[src/rtl/pwroff_pkg.sv]
package pwroff_pkg;

  typedef enum logic [2:0] {
    ST_IDLE,
    ST_DRAM,
    ST_CLK,
    ST_SETTLE,
    ST_WAIT,
    ST_CTL,
    ST_DONE
  } seq_state_t;

  function automatic logic state_is_busy(input seq_state_t s);
    return (s != ST_IDLE) && (s != ST_DONE);
  endfunction

endpackage

[src/rtl/pwroff_memclass.sv]
module pwroff_memclass #(
  parameter int                    TYPE_W  = 3,
  parameter logic [TYPE_W-1:0]     CODE_A  = 3'd4,
  parameter logic [TYPE_W-1:0]     CODE_B  = 3'd5
) (
  input  logic [TYPE_W-1:0] type_i,
  output logic              is_lp_o
);

  localparam int NCODES = 2;
  logic [NCODES-1:0] hit;

  for (genvar g = 0; g < NCODES; g++) begin : g_cmp
    localparam logic [TYPE_W-1:0] CODE = (g == 0) ? CODE_A : CODE_B;
    assign hit[g] = (type_i == CODE);
  end

  assign is_lp_o = |hit;

endmodule

[src/rtl/pwroff_wrport.sv]
module pwroff_wrport #(
  parameter int DW = 32
) (
  input  logic          clk,
  input  logic          rst,
  input  logic          fire_i,
  input  logic [DW-1:0] data_i,
  output logic          wr_o,
  output logic [DW-1:0] wdata_o
);

  always_ff @(posedge clk) begin
    if (rst) begin
      wr_o    <= 1'b0;
      wdata_o <= '0;
    end else begin
      wr_o    <= fire_i;
      wdata_o <= fire_i ? data_i : '0;
    end
  end

  // data bus is quiet whenever the strobe is low
  p_quiet_data_r7: assert property (@(posedge clk) disable iff (rst)
    !wr_o |-> (wdata_o == '0));

endmodule

[src/rtl/pwroff_fsm.sv]
module pwroff_fsm
  import pwroff_pkg::*;
(
  input  logic clk,
  input  logic rst,
  input  logic start_i,
  input  logic is_lp_i,
  input  logic mck_ready_i,
  output logic fire_dram_o,
  output logic fire_clk_o,
  output logic fire_ctl_o,
  output logic busy_o,
  output logic done_o
);

  seq_state_t state_q, state_d;

  always_comb begin
    state_d = state_q;
    unique case (state_q)
      ST_IDLE:   if (start_i) state_d = is_lp_i ? ST_DRAM : ST_CLK;
      ST_DRAM:   state_d = ST_CLK;
      ST_CLK:    state_d = ST_SETTLE;
      ST_SETTLE: state_d = ST_WAIT;
      ST_WAIT:   if (mck_ready_i) state_d = ST_CTL;
      ST_CTL:    state_d = ST_DONE;
      ST_DONE:   state_d = ST_DONE;
      default:   state_d = ST_IDLE;
    endcase
  end

  always_ff @(posedge clk) begin
    if (rst) state_q <= ST_IDLE;
    else     state_q <= state_d;
  end

  assign fire_dram_o = (state_q == ST_DRAM);
  assign fire_clk_o  = (state_q == ST_CLK);
  assign fire_ctl_o  = (state_q == ST_CTL);
  assign busy_o      = state_is_busy(state_q);
  assign done_o      = (state_q == ST_DONE);

  // the edge right after the clock write never accepts ready
  p_settle_skips_ready_r5: assert property (@(posedge clk) disable iff (rst)
    (state_q == ST_SETTLE) |=> (state_q == ST_WAIT));

  // a high ready in the wait state releases the final step
  p_wait_accept_r5: assert property (@(posedge clk) disable iff (rst)
    (state_q == ST_WAIT && mck_ready_i) |=> (state_q == ST_CTL));

  // once started, the sequence never returns to idle before reset
  p_no_restart_r9: assert property (@(posedge clk) disable iff (rst)
    (state_q != ST_IDLE) |=> (state_q != ST_IDLE));

endmodule

[src/rtl/pwroff_sequencer.sv]
module pwroff_sequencer #(
  parameter int                    DW               = 32,
  parameter int                    MEM_TYPE_W       = 3,
  parameter logic [MEM_TYPE_W-1:0] MEM_LP2          = 3'd4,
  parameter logic [MEM_TYPE_W-1:0] MEM_LP3          = 3'd5,
  parameter int                    SRC_SEL_LSB      = 0,
  parameter int                    SRC_SEL_W        = 2,
  parameter logic [DW-1:0]         DRAM_PWROFF_WORD = 32'h0000_0003,
  parameter logic [7:0]            SHDN_KEY         = 8'hA5
) (
  input  logic                  clk,
  input  logic                  rst,
  input  logic                  start_i,
  input  logic [MEM_TYPE_W-1:0] mem_type_i,
  input  logic [DW-1:0]         clk_cfg_i,
  input  logic                  mck_ready_i,
  output logic                  dram_wr_o,
  output logic [DW-1:0]         dram_wdata_o,
  output logic                  clk_wr_o,
  output logic [DW-1:0]         clk_wdata_o,
  output logic                  ctl_wr_o,
  output logic [DW-1:0]         ctl_wdata_o,
  output logic                  busy_o,
  output logic                  done_o
);

  localparam logic [DW-1:0] SRC_SEL_MASK =
    ((DW'(1) << SRC_SEL_W) - DW'(1)) << SRC_SEL_LSB;
  localparam logic [DW-1:0] SHDN_WORD = {SHDN_KEY, {(DW-9){1'b0}}, 1'b1};

  logic is_lp;
  logic fire_dram, fire_clk, fire_ctl;

  pwroff_memclass #(
    .TYPE_W (MEM_TYPE_W),
    .CODE_A (MEM_LP2),
    .CODE_B (MEM_LP3)
  ) u_memclass (
    .type_i  (mem_type_i),
    .is_lp_o (is_lp)
  );

  pwroff_fsm u_fsm (
    .clk         (clk),
    .rst         (rst),
    .start_i     (start_i),
    .is_lp_i     (is_lp),
    .mck_ready_i (mck_ready_i),
    .fire_dram_o (fire_dram),
    .fire_clk_o  (fire_clk),
    .fire_ctl_o  (fire_ctl),
    .busy_o      (busy_o),
    .done_o      (done_o)
  );

  pwroff_wrport #(.DW(DW)) u_dram_port (
    .clk     (clk),
    .rst     (rst),
    .fire_i  (fire_dram),
    .data_i  (DRAM_PWROFF_WORD),
    .wr_o    (dram_wr_o),
    .wdata_o (dram_wdata_o)
  );

  pwroff_wrport #(.DW(DW)) u_clk_port (
    .clk     (clk),
    .rst     (rst),
    .fire_i  (fire_clk),
    .data_i  (clk_cfg_i & ~SRC_SEL_MASK),
    .wr_o    (clk_wr_o),
    .wdata_o (clk_wdata_o)
  );

  pwroff_wrport #(.DW(DW)) u_ctl_port (
    .clk     (clk),
    .rst     (rst),
    .fire_i  (fire_ctl),
    .data_i  (SHDN_WORD),
    .wr_o    (ctl_wr_o),
    .wdata_o (ctl_wdata_o)
  );

  // strobes never overlap
  p_one_strobe_r7: assert property (@(posedge clk) disable iff (rst)
    $onehot0({dram_wr_o, clk_wr_o, ctl_wr_o}));

  // the clock switch directly follows the DRAM write
  p_dram_then_clk_r4: assert property (@(posedge clk) disable iff (rst)
    dram_wr_o |=> clk_wr_o);

  // the shutdown write never follows the clock write at once
  p_no_early_ctl_r5: assert property (@(posedge clk) disable iff (rst)
    clk_wr_o |=> !ctl_wr_o);

  // the shutdown write carries the key and the command bit
  p_keyed_ctl_r6: assert property (@(posedge clk) disable iff (rst)
    ctl_wr_o |-> (ctl_wdata_o[DW-1 -: 8] == SHDN_KEY && ctl_wdata_o[0]));

  // busy drops exactly as the shutdown write goes out
  p_busy_ends_r8: assert property (@(posedge clk) disable iff (rst)
    ctl_wr_o |-> (!busy_o && done_o));

  // the terminal state holds until reset
  p_done_sticky_r10: assert property (@(posedge clk) disable iff (rst)
    done_o |=> (done_o && !busy_o && !dram_wr_o && !clk_wr_o && !ctl_wr_o));

endmodule

[config.mk]
export PLATFORM = sky130hd
export DESIGN_NAME = pwroff_sequencer
export DESIGN_NICKNAME = d
export VERILOG_FILES = /design/src/rtl/pwroff_pkg.sv /design/src/rtl/pwroff_memclass.sv /design/src/rtl/pwroff_wrport.sv /design/src/rtl/pwroff_fsm.sv /design/src/rtl/pwroff_sequencer.sv
export SDC_FILE = /design/constraint.sdc
export NUM_CORES = 1
export LEC_CHECK = 0
export BUFFER_PORTS_ARGS = -buffer_cell sky130_fd_sc_hd__buf_4
export CAP_MARGIN = 20
export CORE_MARGIN = 4
export CORE_UTILIZATION = 37
export CTS_CLUSTER_SIZE = 12
export DETAILED_ROUTE_END_ITERATION = 16
export PLACE_DENSITY = 0.79
export SLEW_MARGIN = 40
export SYNTH_ARGS = -nofsm -noshare
export SYNTH_HDL_FRONTEND = slang
export SYNTH_SLANG_ARGS = --single-unit
export TNS_END_PERCENT = 30
[constraint.sdc]
create_clock -name clk -period 1.56 [get_ports clk]
set_clock_uncertainty 0.15 [all_clocks]
set_input_delay 0.312 -clock clk [delete_from_list [all_inputs] [get_ports clk]]
set_output_delay 0.312 -clock clk [all_outputs]
set_load 0.02 [all_outputs]
==> Yosys cells after proc, flatten, opt, wreduce, memory -nomap -nowiden <==
Index checks and enable logic that the tools add are counted.
{ "totals": {"reg_bits": 102, "in_bits": 39, "out_inout_bits": 101, "word_cells": 33} }
{ "op_classes": {"eq_ne": 11, "n_mux": 6, "n_bitwise": 1, "n_reduce_logical": 7} }
{ "ops": {"columns": ["op", "n"], "rows": [
  ["32-bit two-way mux", 1],
  ["3-bit one-hot mux with 6 select lines", 1],
  ["3-bit == test (second input constant)", 5],
  ["3-bit by 2-bit == test with 1-bit output (second input constant)", 2],
  ["3-bit two-way mux", 2],
  ["2-bit OR reduction", 3],
  ["2-bit two-way mux", 2],
  ["2-bit != test (second input constant)", 2],
  ["3-bit by 1-bit == test with 1-bit output (second input constant)", 1],
  ["3-bit logical NOT", 1],
  ["3-bit != test (second input constant)", 1],
  ["3-bit nonzero test", 1],
  ["2-bit AND reduction", 1],
  ["1-bit logical AND", 1],
  ["1-bit inverter", 1]
]} }

==> Longest topological paths before layout <==
Gate-level depths: netlist of run 1.
{ "depth": {"ltp_word": 5, "depth_mapped": 5, "ltp_nobuf": 3} }

==> Cells and area by module <==
From an unflattened synthesis of run 1, not the netlist that was laid out.
{ "unflattened": {"cells_unflattened": 242, "hier_area_um2": 3178.0} }
{ "modules_own_cells": {"columns": ["module", "instances", "cells_each", "area_each_um2", "seq_area_each_um2"], "rows": [
  ["pwroff_wrport", 3, 72, 977.2, 660.6],
  ["pwroff_fsm", 1, 23, 225.2, 60.1],
  ["pwroff_memclass", 1, 1, 13.8, 0.0],
  ["pwroff_sequencer", 1, 2, 7.5, 0.0]
]} }

==> Worst setup path after synthesis of run 1 <==
OpenSTA, ideal clock, no wires.
{ "synth_timing": {"path_type": "register to output", "startpoint": "reg u_fsm.state_q[2]", "endpoint": "out done_o", "t_arrival_ps": 1008, "required_time_ps": 1098, "slack_ps": 90, "stages_incl_launch_ff": 3, "n_path_buf": 0, "path_cell_list": "dfxtp_1 inv_1 nor3_1"} }
{ "synth_between": {"elab_chain_cells": 1} }
{ "synth_lines": {"columns": ["element", "line_no", "text"], "rows": [
  ["from (decl)", "pwroff_fsm.sv:16", "seq_state_t state_q, state_d;"],
  ["from (signal assigned)", "pwroff_fsm.sv:34", "else state_q <= state_d;"],
  ["3-bit == test", "pwroff_fsm.sv:41", "assign done_o = (state_q == ST_DONE);"],
  ["to (decl)", "pwroff_sequencer.sv:24", "output logic done_o"]
]} }
Every way passes these cells.

==> Worst setup path in the final report of run 1 <==
{ "layout_timing": {"startpoint": "reg u_fsm.state_q[2]", "endpoint": "out busy_o"} }
{ "layout_between": {"elab_chain_cells": 2, "elab_cells_between_ends": 3, "cone_classes": "eq/ne: 1; reduce/logical: 2"} }
{ "layout_lines": {"columns": ["element", "line_no", "text"], "rows": [
  ["3-bit != test / 3-bit nonzero test (equally long branches)", "pwroff_pkg.sv:14", "return (s != ST_IDLE) && (s != ST_DONE);"],
  ["1-bit logical AND *", "pwroff_pkg.sv:14", null],
  ["to (decl)", "pwroff_sequencer.sv:23", "output logic busy_o,"]
]} }
Every way passes the cells marked *; elsewhere a longest branch is shown, timed or not.

==> results of run 1 <==
flip-flops by register name, summed over array words and instances, names as in the netlist:
signal / cells
u_clk_port.wdata_o: 30
u_ctl_port.wdata_o: 1
u_fsm.state_q: 3
u_clk_port.wr_o: 1
u_dram_port.wdata_o: 1
routing by layer:
| layer | track usage, % | vias up | wire length [µm] |
|---|---|---|---|
| met5 | 0 | - | 0 |
| met4 | 6.036 | 0 | 40 |
| met3 | 4.241 | 4 | 565 |
| met2 | 17.52 | 87 | 1447 |
| met1 | 11.52 | 453 | 987 |
| li1 | - | 498 | - |
how the worst min path moves through the flow:
stage / start / slack, ps / to
2_1_floorplan: rst / 230 / u_fsm.state_q[2]$_SDFFE_PP0P_
3_3_place_gp: clk_cfg_i[22] / 360 / u_clk_port.wdata_o[22]$_SDFF_PP0_
3_5_place_dp: clk_cfg_i[2] / 370 / u_clk_port.wdata_o[2]$_SDFF_PP0_
6_report: clk_cfg_i[23] / 80 / u_clk_port.wdata_o[23]$_SDFF_PP0_
4_1_cts: clk_cfg_i[22] / 70 / u_clk_port.wdata_o[22]$_SDFF_PP0_
5_1_grt: clk_cfg_i[26] / 80 / u_clk_port.wdata_o[26]$_SDFF_PP0_
cell type report:
cell class,count,area [µm²]
tap,50,62.56
clock buffer,7,96.34
timing repair buffer,79,605.6
inverter,3,11.26
fill,388,2032
sequential,36,729.5
multi-input combinational,104,549.3
cell usage in the layout (no fill, tap or decap):
master | synthesis | layout
buf_4 | 67 | 78
conb_1 | 1 | 59
dfxtp_1 | 36 | 33
and2_1 | 16 | 16
and2_2 | 14 | 14
clkbuf_8 | 0 | 7
inv_2 | 1 | 2
xnor2_1 | 2 | 2
nand2b_1 | 2 | 2
nor4b_1 | 2 | 2
a311oi_1 | 2 | 2
dfxtp_4 | 0 | 2
nor3_2 | 0 | 1
nor4_4 | 1 | 1
nand2_1 | 1 | 1
nor2_1 | 1 | 1
a211oi_1 | 1 | 1
a21oi_1 | 1 | 1
inv_1 | 2 | 1
nor4_1 | 1 | 1
buf_12 | 0 | 1
dfxtp_2 | 0 | 1
power by group through the flow:
stage	logic, mW	registers, mW	clock network, mW
after floorplan	0.355	1.06	0
after global placement	0.444	1.02	0
after detailed placement	0.449	1.02	0
after CTS	0.450	1.00	0.717
after global routing	0.487	1.01	0.751
final	0.450	1.00	0.685
critical path, delay by kind of cell (launching register included):
family        cells  cell delay [ps]
flops             1              390
xor+xnor          1              120
simple gates      1               70
buf+inv           1              160
kinds of logic after synthesis:
kind of cell | share of synthesized area [%]
AO/OA/AOI/OAI | 1.891
flip-flops | 45.39
AND/OR/NAND/NOR | 17.34
other | 0.2362
buffers and inverters | 34.04
XOR/XNOR | 1.103
stage by stage:
| step | setup WS, ps | util (%) | area (µm²) |
|---|---|---|---|
| after floorplan | 90.50 | - | 1805 |
| final | 80.76 | 50.28 | 2054 |
| after detailed placement | 174.7 | 47.58 | 1944 |
| after global routing | 4.453 | 50.28 | 2054 |
| after CTS | 3.937 | 50.09 | 2047 |
| after global placement | 175.3 | 47.58 | 1944 |
==> flow_metrics.tcl, run 1 <==
set metrics [dict create \
    r2r-start "u_fsm.state_q[1]$_SDFFE_PP0P_" \
    die_w_um 73.51 \
    synthFlopType "dfxtp_1" \
    startpoint_type "flip-flop" \
    p_int_mw 1.543 \
    n_antenna_cell 0 \
    placedCellCount 272 \
    p_sw_share_pct 27.86 \
    hold_violations 0 \
    end_kind "output port" \
    worst_skew_pair.late_latency_ps 280 \
    reg2regPathDepth 4 \
    synth_cells 156 \
    p_comb_share_pct 21.0 \
    yosys-top-cells-count "67 x buf_4, 36 x dfxtp_1, 16 x and2_1" \
    area_growth_syn_to_layout_pct 29.39 \
    timing.setup.tns_ps 0 \
    setup_viol 0 \
    finalCriticalPeriod_ps 1479 \
    layout-drive-gt1-share_pct 46.72 \
    hold_buffers 0 \
    status "completed" \
    grt_max_degree 32 \
    ys_warn_count 0 \
    seqPwrFrac_pct 46.9 \
    antenna_found_initial 0 \
    worst_hold_slack_ps 82.87 \
    pwr-share-clk_pct 32.0 \
    clk_pin_slew_ps 70 \
    synth.area.top_cells "dfxtp_1 45%, buf_4 32%, and2_2 6.6%" \
    fp.dieArea_um2 5403 \
    vias 1042 \
    max-cap-violations 0 \
    fp.dieH_um 73.51 \
    start_util_pct 38.85 \
    grt_pass1_wl_mm 4.402 \
    fin_nets 268 \
    port_buffers 77 \
    rsz0062_at_grt "no" \
    cp_slowest_cell "dfxtp_4" \
    grt_pass1_vias 985 \
    path_max_fanout 5 \
    leakage_nw 1.077 \
    io_pins 140 \
    drc 0 \
    drt-total-wl_mm 3.040 \
    wl_per_cell_um 10.90 \
    ctsResizeCount 4 \
    viasPerCell 3.735 \
    max_stage_delay_ps 390 \
    timing.final.crit_share_pct 94.82 \
    p_switching_uw 595.9 \
    required_ps 1100 \
    yosysSeqAreaShare_pct 45.39 \
    clock-root-buffer "clkbuf_8" \
    synth_edf_count 0 \
    synthDominantCellAreaShare_pct 45.39 \
    place_congestion 0.7213 \
    synth_largest_area_cell "dfxtp_1" \
    htree_levels 2 \
    totalPowerFinal_mw 2.139 \
    stdcell_count 279 \
    coreArea_um2 4086 \
    cts_setup_buffers 0 \
    clk_path_buf_depth 2 \
    drt_pass1_iterations 2 \
    regToRegSetupSlack_ps 280 \
    r2r_end "u_clk_port.wdata_o[7]$_SDFF_PP0_" \
    netlist_area_um2 1588 \
    min-delay-path-class "primary input to flip-flop" \
    cts.sinks 36 \
    powerDensity_nw_per_um2 1041 \
    max_freq_mhz 676.0 \
    vdd.ir_drop.worst_v 0.0003257 \
    synth_seq_cells 36 \
    path_cells "xnor2_1 -> nand2b_1 -> buf_4" \
    cts_tree "done" \
    numCtsBuffers 5 \
    critical_path_class "flip-flop to output port" \
    overflow 0 \
    rows 23 \
    maxSlewViolCount 0 \
    dpl.hpwl_mm 2.489 \
    drt_iter0_drc 47 \
    hold_depth 2 \
    ys_types 21 \
    arrival_ps 1020 \
    antenna_left 0 \
    track_usage_pct 10.65 \
    synth_area_per_cell_um2 10.18 \
    async_flop_share_pct 0 \
    cp-endpoint "busy_o" \
    startpoint "u_fsm.state_q[2]$_SDFFE_PP0P_" \
    yosysMostFrequentCell "buf_4" \
]
(Power assumes the default switching activity.)
==> run 2, diff against run 1 <==
==> constraint.sdc (replaced) <==
create_clock -name clk -period 1.56 [get_ports clk]
set_clock_uncertainty 0.15 [all_clocks]
set_input_delay 0.078 -clock clk [delete_from_list [all_inputs] [get_ports clk]]
set_output_delay 0.078 -clock clk [all_outputs]
set_load 0.02 [all_outputs]
==> flow_metrics.tcl, run 2 (same netlist as run 1, synthesis figures left out) <==
set metrics [dict create \
    status "completed" \
    fp.dieH_um 73.51 \
    timing.setup.tns_ps 0 \
    startpoint_type "flip-flop" \
    final_util_pct 58.27 \
    antenna_left 0 \
    drt-total-wl_mm 4.143 \
    io_pins 140 \
    worst_hold_slack_ps 23.94 \
    placedCellCount 273 \
    grt_max_degree 32 \
    required_ps 1330 \
    place_congestion 0.7509 \
    drc 0 \
    largest-register "u_clk_port.wdata_o" \
    grt_pass1_wl_mm 5.871 \
    seqPwrFrac_pct 42.7 \
    powerDensity_nw_per_um2 979.7 \
    arrival_ps 1170 \
    max_stage_delay_ps 340 \
    min-delay-path-class "primary input to flip-flop" \
    layout-drive-gt1-share_pct 39.54 \
    leakage_nw 1.218 \
    grt_pass1_vias 1205 \
    dpl.hpwl_mm 2.537 \
    fin_nets 301 \
    top_regs "u_clk_port.wdata_o x30, u_fsm.state_q x3" \
    final_cell_mix "79 x buf_4, 59 x conb_1, 35 x dfxtp_1, 32 x dlygate4sd3_1, 16 x and2_1" \
    maxSlewViolCount 0 \
    path_cells "buf_4 -> nor3_1 -> buf_4" \
    clock-root-buffer "clkbuf_8" \
    end_kind "output port" \
    p_comb_share_pct 23.2 \
    fp.dieArea_um2 5403 \
    coreArea_um2 4086 \
    htree_levels 2 \
    finalCriticalPeriod_ps 1393 \
    max_freq_mhz 717.7 \
    p_sw_share_pct 28.03 \
    drt_pass1_iterations 4 \
    largest_reg_flops 30 \
    vdd.ir_drop.worst_v 0.0004648 \
    path_max_fanout 8 \
    cp_common_cell "buf_4" \
    antenna_found_initial 0 \
    cp_top_family "buffers and inverters" \
    wl_per_cell_um 13.24 \
    cts.sinks 36 \
    numCtsBuffers 5 \
    overflow 0 \
    p_int_mw 1.679 \
    cp_slowest_cell "dfxtp_1" \
    pwr-share-clk_pct 34.0 \
    port_buffers 77 \
    stdcell_count 313 \
    critPathBufInv 2 \
    fillers 328 \
    setup_viol 0 \
    clk_path_buf_depth 2 \
    drt_iter0_drc 29 \
    totalPowerFinal_mw 2.333 \
    critical_path_class "flip-flop to output port" \
    layout_commonest_cell "buf_4" \
    n_antenna_cell 0 \
    cts_tree "done" \
    rows 23 \
    timing.final.crit_share_pct 89.32 \
    clk_pin_slew_ps 70 \
    start_util_pct 38.85 \
    area_growth_syn_to_layout_pct 49.96 \
    hold_violations 0 \
    max-cap-violations 0 \
    worst_skew_pair.late_latency_ps 280 \
    cts_setup_buffers 0 \
    die_w_um 73.51 \
    p_switching_uw 653.8 \
    viasPerCell 3.834 \
    vias 1200 \
    rsz0062_at_grt "no" \
    track_usage_pct 14.63 \
]
-- run 2: power by group through the flow --
| stage | logic, mW | clock network, mW | registers [mW] |
|---|---|---|---|
| 2_1_floorplan | 0.355 | 0 | 1.06 |
| 6_report | 0.542 | 0.794 | 0.997 |
| 3_3_place_gp | 0.457 | 0 | 1.01 |
| 5_1_grt | 0.580 | 0.851 | 1.00 |
| 3_5_place_dp | 0.464 | 0 | 1.01 |
| 4_1_cts | 0.532 | 0.809 | 0.994 |
-- run 2: cell type report --
class,count,area [µm²],area share [%]
clock inverters,2,35.03,1.471
well taps,50,62.56,2.627
repair buffers,112,933.4,39.20
flip-flops and latches,36,721.9,30.32
clock buffers,6,72.57,3.048
multi-input cells,104,544.3,22.86
inverters,3,11.26,0.4729
-- run 2: per-layer routing --
layer | routed length, µm | global-route usage, % | vias to the layer above
li1 | - | - | 563
met1 | 1393 | 15.27 | 538
met2 | 2078 | 25.49 | 90
met3 | 581 | 5.472 | 9
met4 | 90 | 7.243 | 0
met5 | 0 | 0 | -
-- run 2: worst paths after layout --
check / start / to / slack, ps / cells after the start
worst max-delay path: u_fsm.state_q[0]$_SDFFE_PP0P_ / done_o / 170 / 3
worst min-delay path: start_i / u_fsm.state_q[1]$_SDFFE_PP0P_ / 20 / 3
worst max register to register: u_fsm.state_q[1]$_SDFFE_PP0P_ / u_clk_port.wdata_o[21]$_SDFF_PP0_ / 270 / 4
worst min register to register: u_fsm.state_q[2]$_SDFFE_PP0P_ / u_dram_port.wdata_o[0]$_SDFF_PP0_ / 370 / 1
-- run 2: worst reg2reg max path, stage by stage (launching register included) --
cell and delay [ps]:
dfxtp_1 340, inv_2 60, nor4_4 310, buf_12 200
and2_1 170
-- run 2: per-stage QoR --
stage | setup WS [ps] | instance area, µm²
floorplan | 272.6 | 1805
global placement | 329.9 | 1952
detailed placement | 294.2 | 1952
CTS | 84.64 | 2380
global route | 78.18 | 2381
finish | 166.7 | 2381
-- run 2: timing repair --
item                                   CTS  global route
resized for setup                        0             1
endpoints found under the hold margin   35             0
hold buffers                            32             0
setup endpoints to repair                0             1
